<file path="config.mk">
export PLATFORM = sky130hd
export DESIGN_NAME = i2cs_status_trk
export DESIGN_NICKNAME = d
export VERILOG_FILES = /design/src/rtl/i2cs_trk_pkg.sv /design/src/rtl/i2cs_rst_sync.sv /design/src/rtl/i2cs_id_cmp.sv /design/src/rtl/i2cs_gc_classify.sv /design/src/rtl/i2cs_status_trk.sv
export SDC_FILE = /design/constraint.sdc
export NUM_CORES = 1
export LEC_CHECK = 0
export BUFFER_PORTS_ARGS = -buffer_cell sky130_fd_sc_hd__buf_2
export CORE_UTILIZATION = 45
export CTS_CLUSTER_SIZE = 25
export DETAILED_ROUTE_END_ITERATION = 6
export GPL_ROUTABILITY_DRIVEN = 0
export PLACE_DENSITY = 0.86
export SKIP_CTS_REPAIR_TIMING = 1
export SLEW_MARGIN = 20
export SYNTH_ARGS = -nofsm -noshare
export SYNTH_HDL_FRONTEND = slang
export SYNTH_SLANG_ARGS = --single-unit
</file>
<file path="constraint.sdc">
create_clock -name clk -period 2.3 [get_ports clk]
set_clock_uncertainty 0.15 [all_clocks]
set_input_delay 0.46 -clock clk [delete_from_list [all_inputs] [get_ports clk]]
set_output_delay 0.46 -clock clk [all_outputs]
set_load 0.01 [all_outputs]
</file>
<file path="src/rtl/i2cs_trk_pkg.sv">
package i2cs_trk_pkg;
  localparam int NUM_IDS = 4;
  localparam int ID_W    = 7;
  localparam int IDX_W   = (NUM_IDS > 1) ? $clog2(NUM_IDS) : 1;
  localparam int STAT_W  = 16;

  localparam logic [7:0] GC2_RESET = 8'h06;
  localparam logic [7:0] GC2_PROG  = 8'h04;

  typedef enum logic [1:0] {
    GC_NONE     = 2'b00,
    GC_RST_PROG = 2'b01,
    GC_PROG     = 2'b10,
    GC_HW_ALT   = 2'b11
  } gc_code_e;

  // Field order MSB first gives the bit positions software decodes.
  typedef struct packed {
    logic             rsvd;     // 15
    logic             sel;      // 14
    logic             rstart;   // 13
    logic [IDX_W-1:0] idx;      // 12:11
    logic             stop_dn;  // 10
    gc_code_e         gc;       // 9:8
    logic             gc_seen;  // 7
    logic             busy;     // 6
    logic             nack;     // 5
    logic [4:0]       spare;    // 4:0
  } stat_t;
endpackage

</file>
<file path="src/rtl/i2cs_rst_sync.sv">
module i2cs_rst_sync #(
  parameter int STAGES = 2
) (
  input  logic clk,
  input  logic rst_n,
  output logic rst_sync_n
);
  logic [STAGES-1:0] sh_q;

  always_ff @(posedge clk or negedge rst_n) begin
    if (!rst_n) sh_q <= '0;
    else        sh_q <= {sh_q[STAGES-2:0], 1'b1};
  end

  assign rst_sync_n = sh_q[STAGES-1];
endmodule

</file>
<file path="src/rtl/i2cs_id_cmp.sv">
module i2cs_id_cmp
  import i2cs_trk_pkg::*;
#(
  parameter int N  = NUM_IDS,
  parameter int W  = ID_W,
  parameter int IW = (N > 1) ? $clog2(N) : 1
) (
  input  logic [7:0]     addr_byte_i,
  input  logic [N*W-1:0] ids_i,
  input  logic           gc_en_i,
  output logic           id_hit_o,
  output logic [IW-1:0]  idx_o,
  output logic           gc_hit_o,
  output logic           accept_o
);
  logic [W-1:0] key;
  logic [N-1:0] eq_v;
  logic         rsvd;
  logic         stbyte;

  assign key = addr_byte_i[7 -: W];

  genvar g;
  for (g = 0; g < N; g++) begin : g_cmp
    assign eq_v[g] = (ids_i[g*W +: W] == key);
  end

  // Lowest index wins.
  always_comb begin
    idx_o = '0;
    for (int k = N - 1; k >= 0; k--) begin
      if (eq_v[k]) idx_o = IW'(k);
    end
  end

  assign rsvd     = (key == '0);
  assign stbyte   = rsvd & addr_byte_i[0];
  assign gc_hit_o = rsvd & ~addr_byte_i[0] & gc_en_i;
  assign id_hit_o = (|eq_v) & ~rsvd;
  assign accept_o = id_hit_o | gc_hit_o | stbyte;
endmodule

</file>
<file path="src/rtl/i2cs_gc_classify.sv">
module i2cs_gc_classify
  import i2cs_trk_pkg::*;
#(
  parameter int W = ID_W
) (
  input  logic [7:0]   byte_i,
  input  logic [W-1:0] alt_id_i,
  output logic         upd_o,
  output gc_code_e     code_o,
  output logic         reset_o
);
  always_comb begin
    upd_o   = 1'b0;
    code_o  = GC_NONE;
    reset_o = 1'b0;
    if (byte_i == GC2_RESET) begin
      upd_o   = 1'b1;
      code_o  = GC_RST_PROG;
      reset_o = 1'b1;
    end else if (byte_i == GC2_PROG) begin
      upd_o  = 1'b1;
      code_o = GC_PROG;
    end else if (byte_i[0] && (byte_i[7 -: W] == alt_id_i)) begin
      upd_o  = 1'b1;
      code_o = GC_HW_ALT;
    end
  end
endmodule

</file>
<file path="src/rtl/i2cs_status_trk.sv">
module i2cs_status_trk
  import i2cs_trk_pkg::*;
(
  input  logic                    clk,
  input  logic                    rst_n,
  input  logic                    evt_start_i,
  input  logic                    evt_rstart_i,
  input  logic                    evt_stop_i,
  input  logic                    addr_vld_i,
  input  logic [7:0]              addr_byte_i,
  input  logic                    gc2_vld_i,
  input  logic [7:0]              gc2_byte_i,
  input  logic                    ack_slot_i,
  input  logic                    txq_empty_i,
  input  logic [NUM_IDS*ID_W-1:0] cfg_ids_i,
  input  logic [ID_W-1:0]         cfg_alt_id_i,
  input  logic                    cfg_gc_en_i,
  input  logic                    cfg_stop_ie_i,
  input  logic                    cfg_force_nack_i,
  input  logic                    gc_clr_i,
  input  logic                    rd_stb_i,
  output logic [STAT_W-1:0]       rd_data_o,
  output logic                    irq_o
);
  logic             rst_sync_n;
  logic             id_hit, gc_hit, accept;
  logic [IDX_W-1:0] hit_idx;
  logic             gc_upd, gc_rst;
  gc_code_e         gc_code;
  stat_t            stat_q, stat_n;
  logic             pend_q, pend_n;
  logic             upd_en;

  i2cs_rst_sync #(.STAGES(2)) u_rst (
    .clk        (clk),
    .rst_n      (rst_n),
    .rst_sync_n (rst_sync_n)
  );

  i2cs_id_cmp #(.N(NUM_IDS), .W(ID_W), .IW(IDX_W)) u_cmp (
    .addr_byte_i (addr_byte_i),
    .ids_i       (cfg_ids_i),
    .gc_en_i     (cfg_gc_en_i),
    .id_hit_o    (id_hit),
    .idx_o       (hit_idx),
    .gc_hit_o    (gc_hit),
    .accept_o    (accept)
  );

  i2cs_gc_classify #(.W(ID_W)) u_gc (
    .byte_i   (gc2_byte_i),
    .alt_id_i (cfg_alt_id_i),
    .upd_o    (gc_upd),
    .code_o   (gc_code),
    .reset_o  (gc_rst)
  );

  assign upd_en = evt_start_i | evt_rstart_i | evt_stop_i | addr_vld_i |
                  gc2_vld_i | ack_slot_i | gc_clr_i | rd_stb_i;

  // Later steps override earlier ones: clears first, stop last.
  always_comb begin
    stat_n = stat_q;
    pend_n = pend_q;
    if (rd_stb_i) stat_n.stop_dn = 1'b0;
    if (gc_clr_i) begin
      stat_n.gc      = GC_NONE;
      stat_n.gc_seen = 1'b0;
    end
    if (addr_vld_i) begin
      if (accept) stat_n.sel  = 1'b1;
      else        stat_n.busy = 1'b0;
      if (id_hit) stat_n.idx  = hit_idx;
      pend_n = gc_hit;
    end
    if (gc2_vld_i && pend_q) begin
      stat_n.gc_seen = 1'b1;
      pend_n         = 1'b0;
      if (gc_upd) stat_n.gc = gc_code;
      if (gc_rst) begin
        stat_n.sel     = 1'b0;
        stat_n.rstart  = 1'b0;
        stat_n.idx     = '0;
        stat_n.stop_dn = 1'b0;
        stat_n.busy    = 1'b0;
        stat_n.nack    = 1'b0;
      end
    end
    if (ack_slot_i) stat_n.nack = cfg_force_nack_i | txq_empty_i;
    if (evt_start_i || evt_rstart_i) begin
      stat_n.busy = 1'b1;
      stat_n.nack = 1'b0;
      pend_n      = 1'b0;
      if (evt_rstart_i) stat_n.rstart = 1'b1;
    end
    if (evt_stop_i) begin
      if (stat_q.sel) stat_n.stop_dn = 1'b1;
      stat_n.sel    = 1'b0;
      stat_n.rstart = 1'b0;
      stat_n.busy   = 1'b0;
      stat_n.nack   = 1'b0;
      pend_n        = 1'b0;
    end
    stat_n.rsvd  = 1'b0;
    stat_n.spare = '0;
  end

  always_ff @(posedge clk or negedge rst_sync_n) begin
    if (!rst_sync_n) begin
      stat_q <= '0;
      pend_q <= 1'b0;
    end else if (upd_en) begin
      stat_q <= stat_n;
      pend_q <= pend_n;
    end
  end

  assign rd_data_o = stat_q;
  assign irq_o     = stat_q.stop_dn & cfg_stop_ie_i;
endmodule

</file>
==> run_results.csv <==
group,metric,value,unit
critical_path,critPathKind,"input port to flip-flop",
power,peakVddDrop,0.000352,V
floorplanning,coreArea,0.00250,mm²
timing,fin_crit,1.66,ns
critical_path,critPathArrivalTime,1.68,ns
global_routing,grt_max_degree,12,
critical_path,r2r_slack,0.64,ns
finish,syn_to_final_growth,29.1,%
run,drv_cap,0,
synthesis,synth_xor_xnor_area_share,27.6,%
critical_path,regToRegStartpoint,"pend_q",
global_routing,grt_pass1_vias,1065,
synthesis,synth_mux_area_share,0,%
synthesis,synth-simple-area-share,21.7,%
synthesis,netlist_area,0.00119,mm²
power,power_density,387,mW/mm²
synthesis,seq_area_frac_synth,27.3,%
timing,finalSetupTns,0,ns
synthesis,synth_cell_types,36,
drt,drtPass1Iterations,4,
cts,cts_buffers,3,
critical_path,crit_fanout,7,
synthesis,yosys_warnings,0,
finish,mostFrequentLayoutCells,"buf_2 (75), xnor2_1 (21), dfrtp_1 (13), xor2_1 (11), conb_1 (7)",
drt,vias,1163,
synthesis,synth_fa_ha_area_share,0,%
drt,vias_per_cell,5.17,
global_routing,grt-ovfl-total,0,
cts,clock-sinks,13,
drt,drt_iter0_drc,23,
critical_path,reg2reg_depth,6,
synthesis,synthCells,123,
critical_path,end_kind,"flip-flop",
critical_path,cp_data_required_time,2.31,ns
cts,clockRootBuffer,"clkbuf_4",
synthesis,synth_top_area_share,27.3,%
placement,hpwlAfterDp,2440,µm
cts,clk_pin_slew,0.08,ns
timing,fin_crit_sh,72.3,%
timing,fmax,601,MHz
cts,cts_tree,"done",
finish,final_common_cell,"buf_2",
global_routing,grt_pass1_wl,4420,µm
floorplanning,initial_core_util,47.7,%
global_routing,antenna_found_initial,0,
min_path,hold_class,"flip-flop to asynchronous set/reset pin",
critical_path,start_kind,"input port",
drt,wl_per_cell,12.7,µm
finish,drive_above_1_share,45.6,%
timing,hold_slack,0.0396,ns
cts,worstSkewPairLatency,0.28,ns
synthesis,synth-seq-cells,13,
floorplanning,die_w,53.5,µm
synthesis,synth_compound_area_share,11.8,%
finish,fin_nets,261,
cts,clk_path_buf_depth,2,
floorplanning,io_pins,82,
status,status,"finished, final reports clean",
placement,numPortBuffers,75,
timing,finalSetupViolations,0,
finish,diodes,0,
timing,worst_slack,0.637,ns
power,total_leakage_power,0.000750,µW
placement,dp_slack,0.339,ns
critical_path,crit_start,"gc2_byte_i[0]",
timing,rsz0062_at_grt,"no",
floorplanning,dieArea,0.00286,mm²
synthesis,synth_top_area_cell,"dfrtp_1",
power,finalPower,596,µW
timing,finalMaxSlewViolations,0,
synthesis,syn_avg_cell_area,9.70,µm²
global_routing,grt_usage,21.6,%
floorplanning,rows,18,
synthesis,synth_top_family_by_area,"XOR/XNOR gates",
cts,h-tree-depth,1,
critical_path,timing.rr.end,"rd_data_o[5]",
drt,finalWirelength,2870,µm
floorplanning,die_h,53.5,µm
drt,post-route-drc-count,0,
timing,hold_viol,0,
synthesis,ys_top_cells_by_area,"dfrtp_1 (27%), xnor2_1 (15%), xor2_1 (8.1%)",
drt,ant_nets,0,
==> kinds of logic after synthesis <==
group	count (synthesis)
compound gates	20
buf+inv	16
other cells	2
flops	13
simple gates	37
xor+xnor	35
==> sequential cells by signal, summed over array words and instances, names as in the netlist <==
signal      flops
rd_data_o      10
u_rst.sh_q      2
pend_q          1
==> critical path, stage by stage <==
cell and delay [ns]:
buf_2 0.10, nor4_1 0.27, nand3_1 0.13, nor3_2 0.26, nand2_2 0.18, a21oi_1 0.20
a211oi_1 0.07
==> report_power, final <==
part           total, µW  switching [µW]  internal [µW]
registers            254            12.2            242
clock network        142            74.7           67.4
logic                200            99.4            101
==> metal layers <==
metal / track usage, % / share of wire, % / vias to the layer above
li1: - / - / 557
met1: 24.6 / 38 / 505
met2: 38.5 / 49 / 94
met3: 3.45 / 11 / 7
met4: 10.5 / 2.2 / 0
met5: 0 / 0 / -
==> final cells by class <==
class / count / area (µm²)
Multi-Input combinational cell: 99 / 756
Timing Repair Buffer: 76 / 385
Inverter: 3 / 11.3
Tap cell: 30 / 37.5
Fill cell: 223 / 958
Clock buffer: 4 / 26.3
Sequential cell: 13 / 325
==> synthesized netlist by cell type (all sizes together) <==
| library cell | number |
|---|---|
| nand2 | 6 |
| o21ai | 1 |
| o311ai | 1 |
| conb | 2 |
| xnor2 | 21 |
| o21a | 1 |
| a21o | 2 |
| a311oi | 1 |
| o22ai | 1 |
| nor3 | 3 |
| buf | 13 |
| or4 | 1 |
| inv | 3 |
| or3 | 1 |
| o211ai | 2 |
| o221a | 1 |
| nor4 | 8 |
| o31ai | 2 |
| nand4 | 5 |
| xor2 | 14 |
| a21oi | 5 |
| a211oi | 1 |
| nor2b | 3 |
| dfrtp | 13 |
| nand3 | 2 |
| and2 | 2 |
| a31oi | 1 |
| nor2 | 6 |
| a32o | 1 |
==> through the flow <==
step / cell area [µm²] / cells / util (%)
global route: 1540 / 225 / 61.7
floorplan: 1210 / 128 / -
finish: 1540 / 225 / 61.7
CTS: 1530 / 224 / 61.3
detailed placement: 1510 / 220 / 60.2
global placement: 1510 / 220 / 60.2
==> worst max-delay path by stage <==
stage | to | slack (ns) | cells after the start
2_1_floorplan | rd_data_o[14] | 0.55 | 6
3_3_place_gp | rd_data_o[10] | 0.34 | 6
3_5_place_dp | rd_data_o[10] | 0.34 | 6
4_1_cts | rd_data_o[10] | 0.63 | 6
5_1_grt | rd_data_o[11] | 0.52 | 7
6_report | rd_data_o[5] | 0.64 | 7
(Power assumes the default switching activity.)
